--- src/rtl/mcpwm5_pkg.sv ---
package mcpwm5_pkg;

   // Carrier arrangement codes as seen on layout_sel
   typedef enum logic [1:0] {
      LAYOUT_SAME  = 2'd0,
      LAYOUT_SPLIT = 2'd1,
      LAYOUT_ALT   = 2'd2,
      LAYOUT_SHIFT = 2'd3
   } layout_e;

   localparam int unsigned NUM_CARRIERS = 4;

   typedef logic signed [2:0] level_t;

endpackage

--- src/rtl/mcpwm5_phase.sv ---
module mcpwm5_phase
   import mcpwm5_pkg::*;
#(
   parameter int unsigned P_W = 11
) (
   input  logic           clk,
   input  logic           rst_n,
   input  logic           step_en,
   input  layout_e        layout_in,
   output logic [P_W-1:0] phase_q,
   output layout_e        layout_q
);

   // Last phase value of the rising ramp: the following step sits on the peak
   localparam logic [P_W-1:0] PEAK = {1'b0, {(P_W-1){1'b1}}};

   always_ff @(posedge clk or negedge rst_n) begin
      if (!rst_n) begin
         phase_q  <= '0;
         layout_q <= LAYOUT_SAME;
      end else if (step_en) begin
         phase_q <= phase_q + P_W'(1);
         if (phase_q == PEAK) begin
            layout_q <= layout_in;
         end
      end
   end

endmodule

--- src/rtl/mcpwm5_carrier.sv ---
module mcpwm5_carrier
   import mcpwm5_pkg::*;
#(
   parameter int unsigned REF_W = 12,
   parameter int unsigned IDX   = 0
) (
   input  logic [REF_W-2:0] phase,
   input  layout_e          layout,
   output logic [REF_W-1:0] carrier_u
);

   localparam int unsigned TRI_W = REF_W - 2;
   localparam int unsigned P_W   = REF_W - 1;
   localparam logic [1:0]  BAND  = 2'(IDX);
   // Quarter of the carrier period for the shifted layout
   localparam logic [P_W-1:0] PS_OFS = P_W'(IDX * (2 ** (TRI_W - 1)));
   // Band inversion patterns for the opposed layouts
   localparam bit INV_SPLIT = (IDX < 2);
   localparam bit INV_ALT   = ((IDX % 2) == 1);

   function automatic logic [TRI_W-1:0] fold(input logic [P_W-1:0] p);
      return p[TRI_W] ? ~p[TRI_W-1:0] : p[TRI_W-1:0];
   endfunction

   logic [TRI_W-1:0] ramp_ls;
   logic [TRI_W-1:0] ramp_ps;
   logic             inv;

   always_comb begin
      ramp_ls = fold(phase);
      ramp_ps = fold(phase + PS_OFS);
      unique case (layout)
         LAYOUT_SPLIT: inv = INV_SPLIT;
         LAYOUT_ALT:   inv = INV_ALT;
         default:      inv = 1'b0;
      endcase
      if (layout == LAYOUT_SHIFT) begin
         carrier_u = {ramp_ps, 2'b00};
      end else begin
         carrier_u = {BAND, (inv ? ~ramp_ls : ramp_ls)};
      end
   end

endmodule

--- src/rtl/mcpwm5_decode.sv ---
module mcpwm5_decode
   import mcpwm5_pkg::*;
(
   input  logic [NUM_CARRIERS-1:0] cmp,
   input  layout_e                 layout,
   output level_t                  level
);

   always_comb begin
      if (layout == LAYOUT_SHIFT) begin
         // Shifted carriers: count of carriers exceeded, re-centred on zero
         level = level_t'(int'($countones(cmp)) - 2);
      end else begin
         // Stacked bands: the highest band passed sets the level
         casez (cmp)
            4'b1???: level = level_t'(2);
            4'b01??: level = level_t'(1);
            4'b001?: level = level_t'(0);
            4'b0001: level = level_t'(-1);
            default: level = level_t'(-2);
         endcase
      end
   end

endmodule

--- src/rtl/mcpwm5_mod.sv ---
module mcpwm5_mod
   import mcpwm5_pkg::*;
#(
   parameter int unsigned REF_W = 12
) (
   input  logic              clk,
   input  logic              rst_n,
   input  logic              step_en,
   input  logic [1:0]        layout_sel,
   input  logic [REF_W-1:0]  ref_smp,
   output logic [3:0]        cmp_bits,
   output logic signed [2:0] level
);

   localparam int unsigned P_W = REF_W - 1;
   localparam int unsigned NC  = NUM_CARRIERS;

   if (REF_W < 5) begin : g_width_check
      $error("mcpwm5_mod: REF_W must be at least 5");
   end

   // Offset-binary view of the signed reference
   logic [REF_W-1:0] ref_u;
   assign ref_u = {~ref_smp[REF_W-1], ref_smp[REF_W-2:0]};

   logic [P_W-1:0] phase_q;
   layout_e        layout_q;

   mcpwm5_phase #(.P_W(P_W)) u_phase (
      .clk      (clk),
      .rst_n    (rst_n),
      .step_en  (step_en),
      .layout_in(layout_e'(layout_sel)),
      .phase_q  (phase_q),
      .layout_q (layout_q)
   );

   logic [NC-1:0] cmp_c;
   level_t        level_c;

   for (genvar k = 0; k < NC; k++) begin : g_car
      logic [REF_W-1:0] car_u;
      mcpwm5_carrier #(.REF_W(REF_W), .IDX(k)) u_car (
         .phase    (phase_q),
         .layout   (layout_q),
         .carrier_u(car_u)
      );
      assign cmp_c[k] = (ref_u > car_u);
   end

   mcpwm5_decode u_dec (
      .cmp   (cmp_c),
      .layout(layout_q),
      .level (level_c)
   );

   logic [NC-1:0] cmp_q;
   level_t        level_q;

   always_ff @(posedge clk or negedge rst_n) begin
      if (!rst_n) begin
         cmp_q   <= NC'(3);
         level_q <= '0;
      end else begin
         cmp_q   <= cmp_c;
         level_q <= level_c;
      end
   end

   assign cmp_bits = cmp_q;
   assign level    = level_q;

endmodule

--- config.mk ---
export PLATFORM = sky130hd
export DESIGN_NAME = mcpwm5_mod
export DESIGN_NICKNAME = d
export VERILOG_FILES = /design/src/rtl/mcpwm5_pkg.sv /design/src/rtl/mcpwm5_phase.sv /design/src/rtl/mcpwm5_carrier.sv /design/src/rtl/mcpwm5_decode.sv /design/src/rtl/mcpwm5_mod.sv
export SDC_FILE = /design/constraint.sdc
export NUM_CORES = 1
export LEC_CHECK = 0
export BUFFER_PORTS_ARGS = -buffer_cell sky130_fd_sc_hd__buf_2
export CAP_MARGIN = 25
export CORE_MARGIN = 8
export CORE_UTILIZATION = 50
export DETAILED_ROUTE_END_ITERATION = 8
export HOLD_SLACK_MARGIN = 0.08
export PLACE_DENSITY_LB_ADDON = 0.08
export SLEW_MARGIN = 10
export SYNTH_ARGS = -nofsm -noshare
export SYNTH_HDL_FRONTEND = slang
export SYNTH_SLANG_ARGS = --single-unit
--- constraint.sdc ---
create_clock -name clk -period 5.2 [get_ports clk]
set_input_delay 1.04 -clock clk [delete_from_list [all_inputs] [get_ports clk]]
set_output_delay 1.04 -clock clk [all_outputs]
set_load 0.01 [all_outputs]
==> results.toml, run 1 <==
[status]
outcome = "complete, no violations"

[drt]
ant_nets = 0
via_per_inst = 5.340
wl_met3_um = 295
wl_um = 6747
drt_first_pass_iters = 4
drtIter0Drc = 127
routed-wl-met2_um = 3101
highest_layer = "met4"
wl_per_cell_um = 15.09
drc_errors = 0
wl_met1_um = 3315
via_count = 2387

[cts]
cts_buffer_depth = 2
cts_setup_buffers = 0
clk_pin_slew_ps = 70
cts-root-buf = "clkbuf_8"
hold_buffers = 0
clock_latency_ps = 250
cts_resized = 0
htree_levels = 1
numCtsBuffers = 3
cts_tree = "done"
cts.sinks = 20

[layout]
area_growth_pct = 5.683
layout_common_cells = "ha_1 (59), xor2_1 (46), xnor2_1 (37), o21ai_0 (33), nand2_1 (26)"
drive_above_1_share = 0.1156
fillers = 587
multi_input_area_sq_um = 2422
diodes = 0
layout_commonest_cell = "ha_1"
nets = 450
seqCellArea_sq_um = 504.2

[yosys]
yosysWarnings = 0
avgSynthCellArea_sq_um = 8.481
syn_area_sq_um = 3104
synth_top_family_by_area = "adder cells"
ys_types = 37
syn_inst = 366
synth-xor-area-share = 0.2342
syn_nets = 443
ys_seq_area_frac = 0.1620
synthMuxAreaShare = 0.01088
synthAdderAreaFrac = 0.2418
synth_compound_area_frac = 0.1604
synth-seq-cells = 20
yosys.area_share.simple = 0.1322

[timing]
tightest_slew_ps = 841.2
setup_tns_ps = 0
maxSlewViolCount = 0
max_slew_margin = 0.4392
period_share = 0.7790
setup_viol = 0
fin_crit_ps = 4051
fin_skew_ps = 2.963
max_freq_ghz = 0.2469
holdWs_ps = 579.4
rsz0062_at_grt = "false"
hold_viol_final = 0

[critical_path]
crit_fanout = 59
crit_slowest_cell = "ha_2"
cpMostUsedCell = "ha_1"
cp-end-kind = "flip-flop"
critPathLaunchType = "flip-flop"
cp.arrival_ps = 4220
crit_chain = "ha_2 -> nand2_1 -> o21ai_0 -> xnor2_1 -> ha_1 -> a21o_1 -> a21o_1 -> a21o_1 -> a21oi_1 -> o221ai_1 -> o21a_1 -> ha_1 -> inv_1 -> ha_1 -> ha_1 -> inv_1 -> a221oi_2"
path_class = "flip-flop to flip-flop"
required_ps = 5370
cpPeakStageDelay_ps = 760

[floorplan]
boundaryPins = 24
core_area_sq_um = 5956
start_util = 0.5212
rows = 28
die_y_um = 94.80
die_x_um = 94.80
dieArea_sq_um = 8986

[place]
dpl.hpwl_um = 5471
place_congestion = 0.8269
portBuffers = 23

[power_and_ir_drop]
p_leak_nw = 1.500
peakVddDrop_uv = 209.5
power_per_cell_area_nw_per_um2 = 280.7

[global_routing]
grt_pass1_wl_um = 11300
grt-ovfl-total = 0
grt_max_degree = 60
antenna_found_initial = 0
grt_usage = 0.1563
grt_pass1_vias = 2339

[worst_hold_path]
hp-class = "flip-flop to flip-flop"

[job]
maxCapViolCount = 0
[worst max-delay path: cells and delay by family (launching register included)]
family,cells,cell delay (ps)
AO/OA/AOI/OAI,8,1350
buffers and inverters,2,80
flip-flops,1,390
XOR/XNOR,1,150
adder cells (fa/ha/maj),5,1800
AND/OR/NAND/NOR,1,180
[cells in the mapped netlist]
| master | n | share of area |
|---|---|---|
| o31ai_4 | 1 | 0.0069 |
| a21o_2 | 1 | 0.0028 |
| a21boi_0 | 1 | 0.0024 |
| xnor2_1 | 37 | 0.10 |
| and3_1 | 2 | 0.0040 |
| dfrtp_1 | 18 | 0.15 |
| clkbuf_1 | 10 | 0.012 |
| a21oi_1 | 19 | 0.031 |
| nand2b_1 | 8 | 0.016 |
| o31a_4 | 1 | 0.0056 |
| nor3_1 | 2 | 0.0032 |
| a221oi_2 | 2 | 0.0097 |
| ha_1 | 60 | 0.24 |
| o221ai_1 | 2 | 0.0056 |
| a211oi_1 | 2 | 0.0048 |
| o21a_1 | 3 | 0.0073 |
| nand2_1 | 26 | 0.031 |
| buf_4 | 2 | 0.0048 |
| a211o_1 | 1 | 0.0028 |
| dfstp_2 | 2 | 0.017 |
| nor4_4 | 1 | 0.0069 |
| a31oi_1 | 1 | 0.0020 |
| nand4_1 | 11 | 0.022 |
| mux2_2 | 3 | 0.011 |
| xor2_1 | 46 | 0.13 |
| and2_1 | 2 | 0.0040 |
| or3_1 | 1 | 0.0020 |
| o211ai_1 | 2 | 0.0048 |
| nor2_1 | 11 | 0.013 |
| nand3_1 | 7 | 0.011 |
| buf_1 | 1 | 0.0012 |
| a21o_1 | 9 | 0.022 |
| or3_4 | 1 | 0.0036 |
| buf_2 | 10 | 0.016 |
| nor2b_1 | 7 | 0.014 |
| inv_1 | 20 | 0.024 |
| o21ai_0 | 33 | 0.053 |
[path summary, 6_finish.rpt]
check | startpoint | end | slack (ps) | cells past startpoint
setup / recovery | u_phase.layout_q[1] | level[1] | 1150 | 17
hold / removal | u_phase.layout_q[1] | u_phase.layout_q[1] | 580 | 1
setup reg to reg | u_phase.layout_q[1] | level[1] | 1150 | 17
hold reg to reg | u_phase.layout_q[1] | u_phase.layout_q[1] | 580 | 1
max in group asynchronous | rst_n | cmp_bits[0] | 4160 | 1
min in group asynchronous | rst_n | cmp_bits[3] | 710 | 1
[cell families (layout without fill, tap and decap cells)]
| logic type | Yosys count | count (layout) |
|---|---|---|
| muxes | 3 | 3 |
| and+or+nand+nor | 79 | 79 |
| buffers and inverters | 43 | 49 |
| DFF | 20 | 20 |
| xor gates and xnor gates | 83 | 83 |
| adders and majority gates | 60 | 60 |
| AOI/OAI and AO/OA | 78 | 78 |
[power breakdown]
group	internal (mW)	switching, mW
registers	0.188	0.0850
logic	0.259	0.272
clock network	0.0673	0.0496
total	0.514	0.406
[routing by layer]
layer / vias up / track usage
met1: 1076 / 0.2125
met2: 38 / 0.2642
met5: - / 0
met4: 0 / 0.02341
li1: 1268 / -
met3: 5 / 0.01587
[metrics by stage]
stage          instance area [sq um]  setup WS (ps)    util  power, mW  cells
2_1_floorplan                   3104           1613       -     0.6954    366
3_3_place_gp                    3226           1210  0.5416     0.8011    443
3_5_place_dp                    3226           1191  0.5416     0.8115    443
4_1_cts                         3281           1156  0.5508     0.9319    447
5_1_grt                         3281          800.8  0.5508      1.020    447
6_report                        3281           1149  0.5508     0.9208    447
[state kept, by name (all words and copies together) (netlist names)]
signal,flops
level,3
u_phase.layout_q,2
cmp_bits,4
u_phase.phase_q,11
[layout make-up]
class / instances / share of cell area
multi-input combinational: 303 / 0.7384
sequential: 20 / 0.1537
inverter: 20 / 0.02288
tap: 75 / 0.02860
clock buffer: 4 / 0.01678
timing repair buffer: 25 / 0.03966
No activity file was read; power rests on OpenSTA's default activity.
==> inputs of run 2 (changes only) <==
ABC_AREA = 1   (was not set)
clock period = 3.4 ns   (was 5.2 ns; I/O delays follow)
==> results.toml, run 2 <==
[status]
outcome = "complete, no violations"

[critical_path]
reg2reg_from = "u_phase.layout_q[1]"
crit_fanout = 11
cpMostUsedCell = "ha_1"
cp.arrival_ps = 3440
rrSetupSlack_ps = 110
required_ps = 3550
cp-end-kind = "flip-flop"
r2r.worst_path.cells = 19
r2r-end = "level[2]"
critPathCapture = "level[2]"
cpPeakStageDelay_ps = 410
critPathLaunchType = "flip-flop"
crit_chain = "inv_1 -> ha_1 -> inv_2 -> o21ai_1 -> o22ai_1 -> ha_1 -> a21oi_1 -> nor2_1 -> a211oi_2 -> o21ai_2 -> a21oi_2 -> nor2_2 -> ha_1 -> inv_1 -> ha_1 -> ha_1 -> xor2_1 -> nor2_1 -> a21oi_1"
startpoint = "u_phase.layout_q[1]"
crit_slowest_cell = "dfrtp_1"
path_class = "flip-flop to flip-flop"

[worst_hold_path]
hp-class = "primary input to async pin"

[layout]
layout_common_cells = "nand2_1 (114), ha_1 (58), inv_1 (47), nor2_1 (44), buf_4 (28)"
nets = 588
layout_commonest_cell = "nand2_1"
drive_above_1_share = 0.2294
area_growth_pct = 19.74
finish.utilization = 0.6188
final_area_sq_um = 3642
largest_reg_flops = 11
diodes = 0
fillers = 591
largest-register = "u_phase.phase_q"

[global_routing]
grt_use_met2 = 0.3127
grt_usage = 0.1951
antenna_found_initial = 0
grt_pass1_wl_um = 13990
grt_max_degree = 21
use_met1 = 0.2641
grtUsageMet3 = 0.01918
busiest_layer = "met2"
grt_pass1_vias = 2997
grt-ovfl-total = 0

[timing]
fin_crit_ps = 3292
max_freq_ghz = 0.3038
setup_tns_ps = 0
hold_viol_final = 0
fin_skew_ps = 6.848
period_share = 0.9682
rsz0062_at_grt = "true"
max_slew_margin = 0.7066
maxSlewViolCount = 0
holdWs_ps = 350.9
setup_viol = 0
tightest_slew_ps = 440.1

[yosys]
synth-seq-cells = 20
synthArstFlopShare = 1.000
synth_area_leaders = "ha_1 (25%), nand2_1 (15%), dfrtp_1 (15%)"
yosysMostFrequentCell = "nand2_1"
syn_inst = 469
netlist_top_cells_count = "nand2_1 (123), ha_1 (60), nor2_1 (51), inv_1 (48), o21ai_1 (26)"
ys_types = 31
synth_flop_cell = "dfrtp_1"
synth.top_cell.area_share = 0.2468
ys_seq_area_frac = 0.1654
avgSynthCellArea_sq_um = 6.485
synth.largest_area_cell = "ha_1"
synth_edf_count = 0
syn_area_sq_um = 3042
syn_nets = 546
yosysWarnings = 0

[place]
place_congestion = 0.9288
dpl.hpwl_um = 6797
place_area_sq_um = 3369
portBuffers = 23

[floorplan]
rows = 28
start_util = 0.5168
dieArea_sq_um = 8835
die_x_um = 94.00
die_y_um = 94.00
core_area_sq_um = 5886
boundaryPins = 24

[cts]
htree_levels = 1
numCtsBuffers = 3
cts-root-buf = "clkbuf_8"
cts_tree = "done"
clock_latency_ps = 260
hold_buffers = 0
clk_pin_slew_ps = 70
cts.sinks = 20
cts_buffer_depth = 2

[drt]
drtIter0Drc = 202
via_per_inst = 5.328
wl_um = 8354
via_count = 3117
drt_first_pass_iters = 5
wl_per_cell_um = 14.28
drc_errors = 0
ant_nets = 0

[power_and_ir_drop]
power_per_cell_area_nw_per_um2 = 491.4
p_leak_nw = 1.933
peakVddDrop_uv = 378.8

[job]
maxCapViolCount = 0
## run 2: changes by cell type in the layout (fill, tap and decap cells not counted), sizes merged, moves of 7 or more
cell    delta
nor2      +43
a21o       -7
o22ai     +15
nand2b     -8
nor2b      -7
nand2     +98
xor2      -28
inv       +46
nand3      +8
buf       +30
xnor2     -37
## run 2: cells by family (layout without fill, tap and decap cells)
family / after synthesis / count (layout) / share of synthesized area
flops: 20 / 20 / 0.1654
buf+inv: 86 / 127 / 0.1082
xor+xnor: 18 / 18 / 0.05183
compound gates: 83 / 83 / 0.1514
simple gates: 202 / 202 / 0.2764
fa+ha+maj: 60 / 60 / 0.2468
## run 2: cell type report
cell class	instances	area [sq um]	share of cell area
inverters	68	262.8	0.07214
multi-input cells	363	2340	0.6424
flip-flops and latches	20	503.0	0.1381
clock buffers	4	55.05	0.01512
well taps	75	93.84	0.02576
repair buffers	55	387.9	0.1065
## run 2: routing by layer
metal / up-vias / part of all wire
met1: 1415 / 0.46
met2: 80 / 0.46
li1: 1608 / -
met3: 14 / 0.051
met5: - / 0
met4: 0 / 0.025
## run 2: worst max-delay path: cells and delay by family, from the launching register on
kind	cells	cell delay, ps
buffers and inverters	3	260
xor gates and xnor gates	1	160
DFF	1	410
AOI/OAI and AO/OA	7	920
adders and majority gates	5	1200
and+or+nand+nor	3	240
## run 2: worst min path at each step
stage | depth (start not counted) | end | start | slack, ps
2_1_floorplan | 0 | cmp_bits[2] | rst_n | 380
3_3_place_gp | 2 | u_phase.phase_q[8] | u_phase.phase_q[8] | 550
3_5_place_dp | 2 | u_phase.phase_q[8] | u_phase.phase_q[8] | 550
4_1_cts | 1 | level[1] | rst_n | 360
5_1_grt | 1 | level[1] | rst_n | 390
6_report | 1 | level[1] | rst_n | 350
## run 2: timing repair
action	4_1_cts	5_1_grt
pin swaps	0	3
endpoints found under the setup margin	2	3
resized for setup	2	35
setup buffers	0	8
## run 2: power by group
part	internal [mW]	switching, mW	total (mW)
logic	0.477	0.731	1.21
clock network	0.103	0.0769	0.180
registers	0.310	0.0912	0.401
## run 2: stage by stage
stage | worst slack (ps) | power, mW | instances
final | 108.2 | 1.790 | 585
after global routing | -87.52 | 1.991 | 585
after CTS | 7.018 | 1.709 | 577
after detailed placement | -55.67 | 1.519 | 573
after global placement | 12.04 | 1.490 | 573
after floorplan | 36.92 | 1.182 | 469
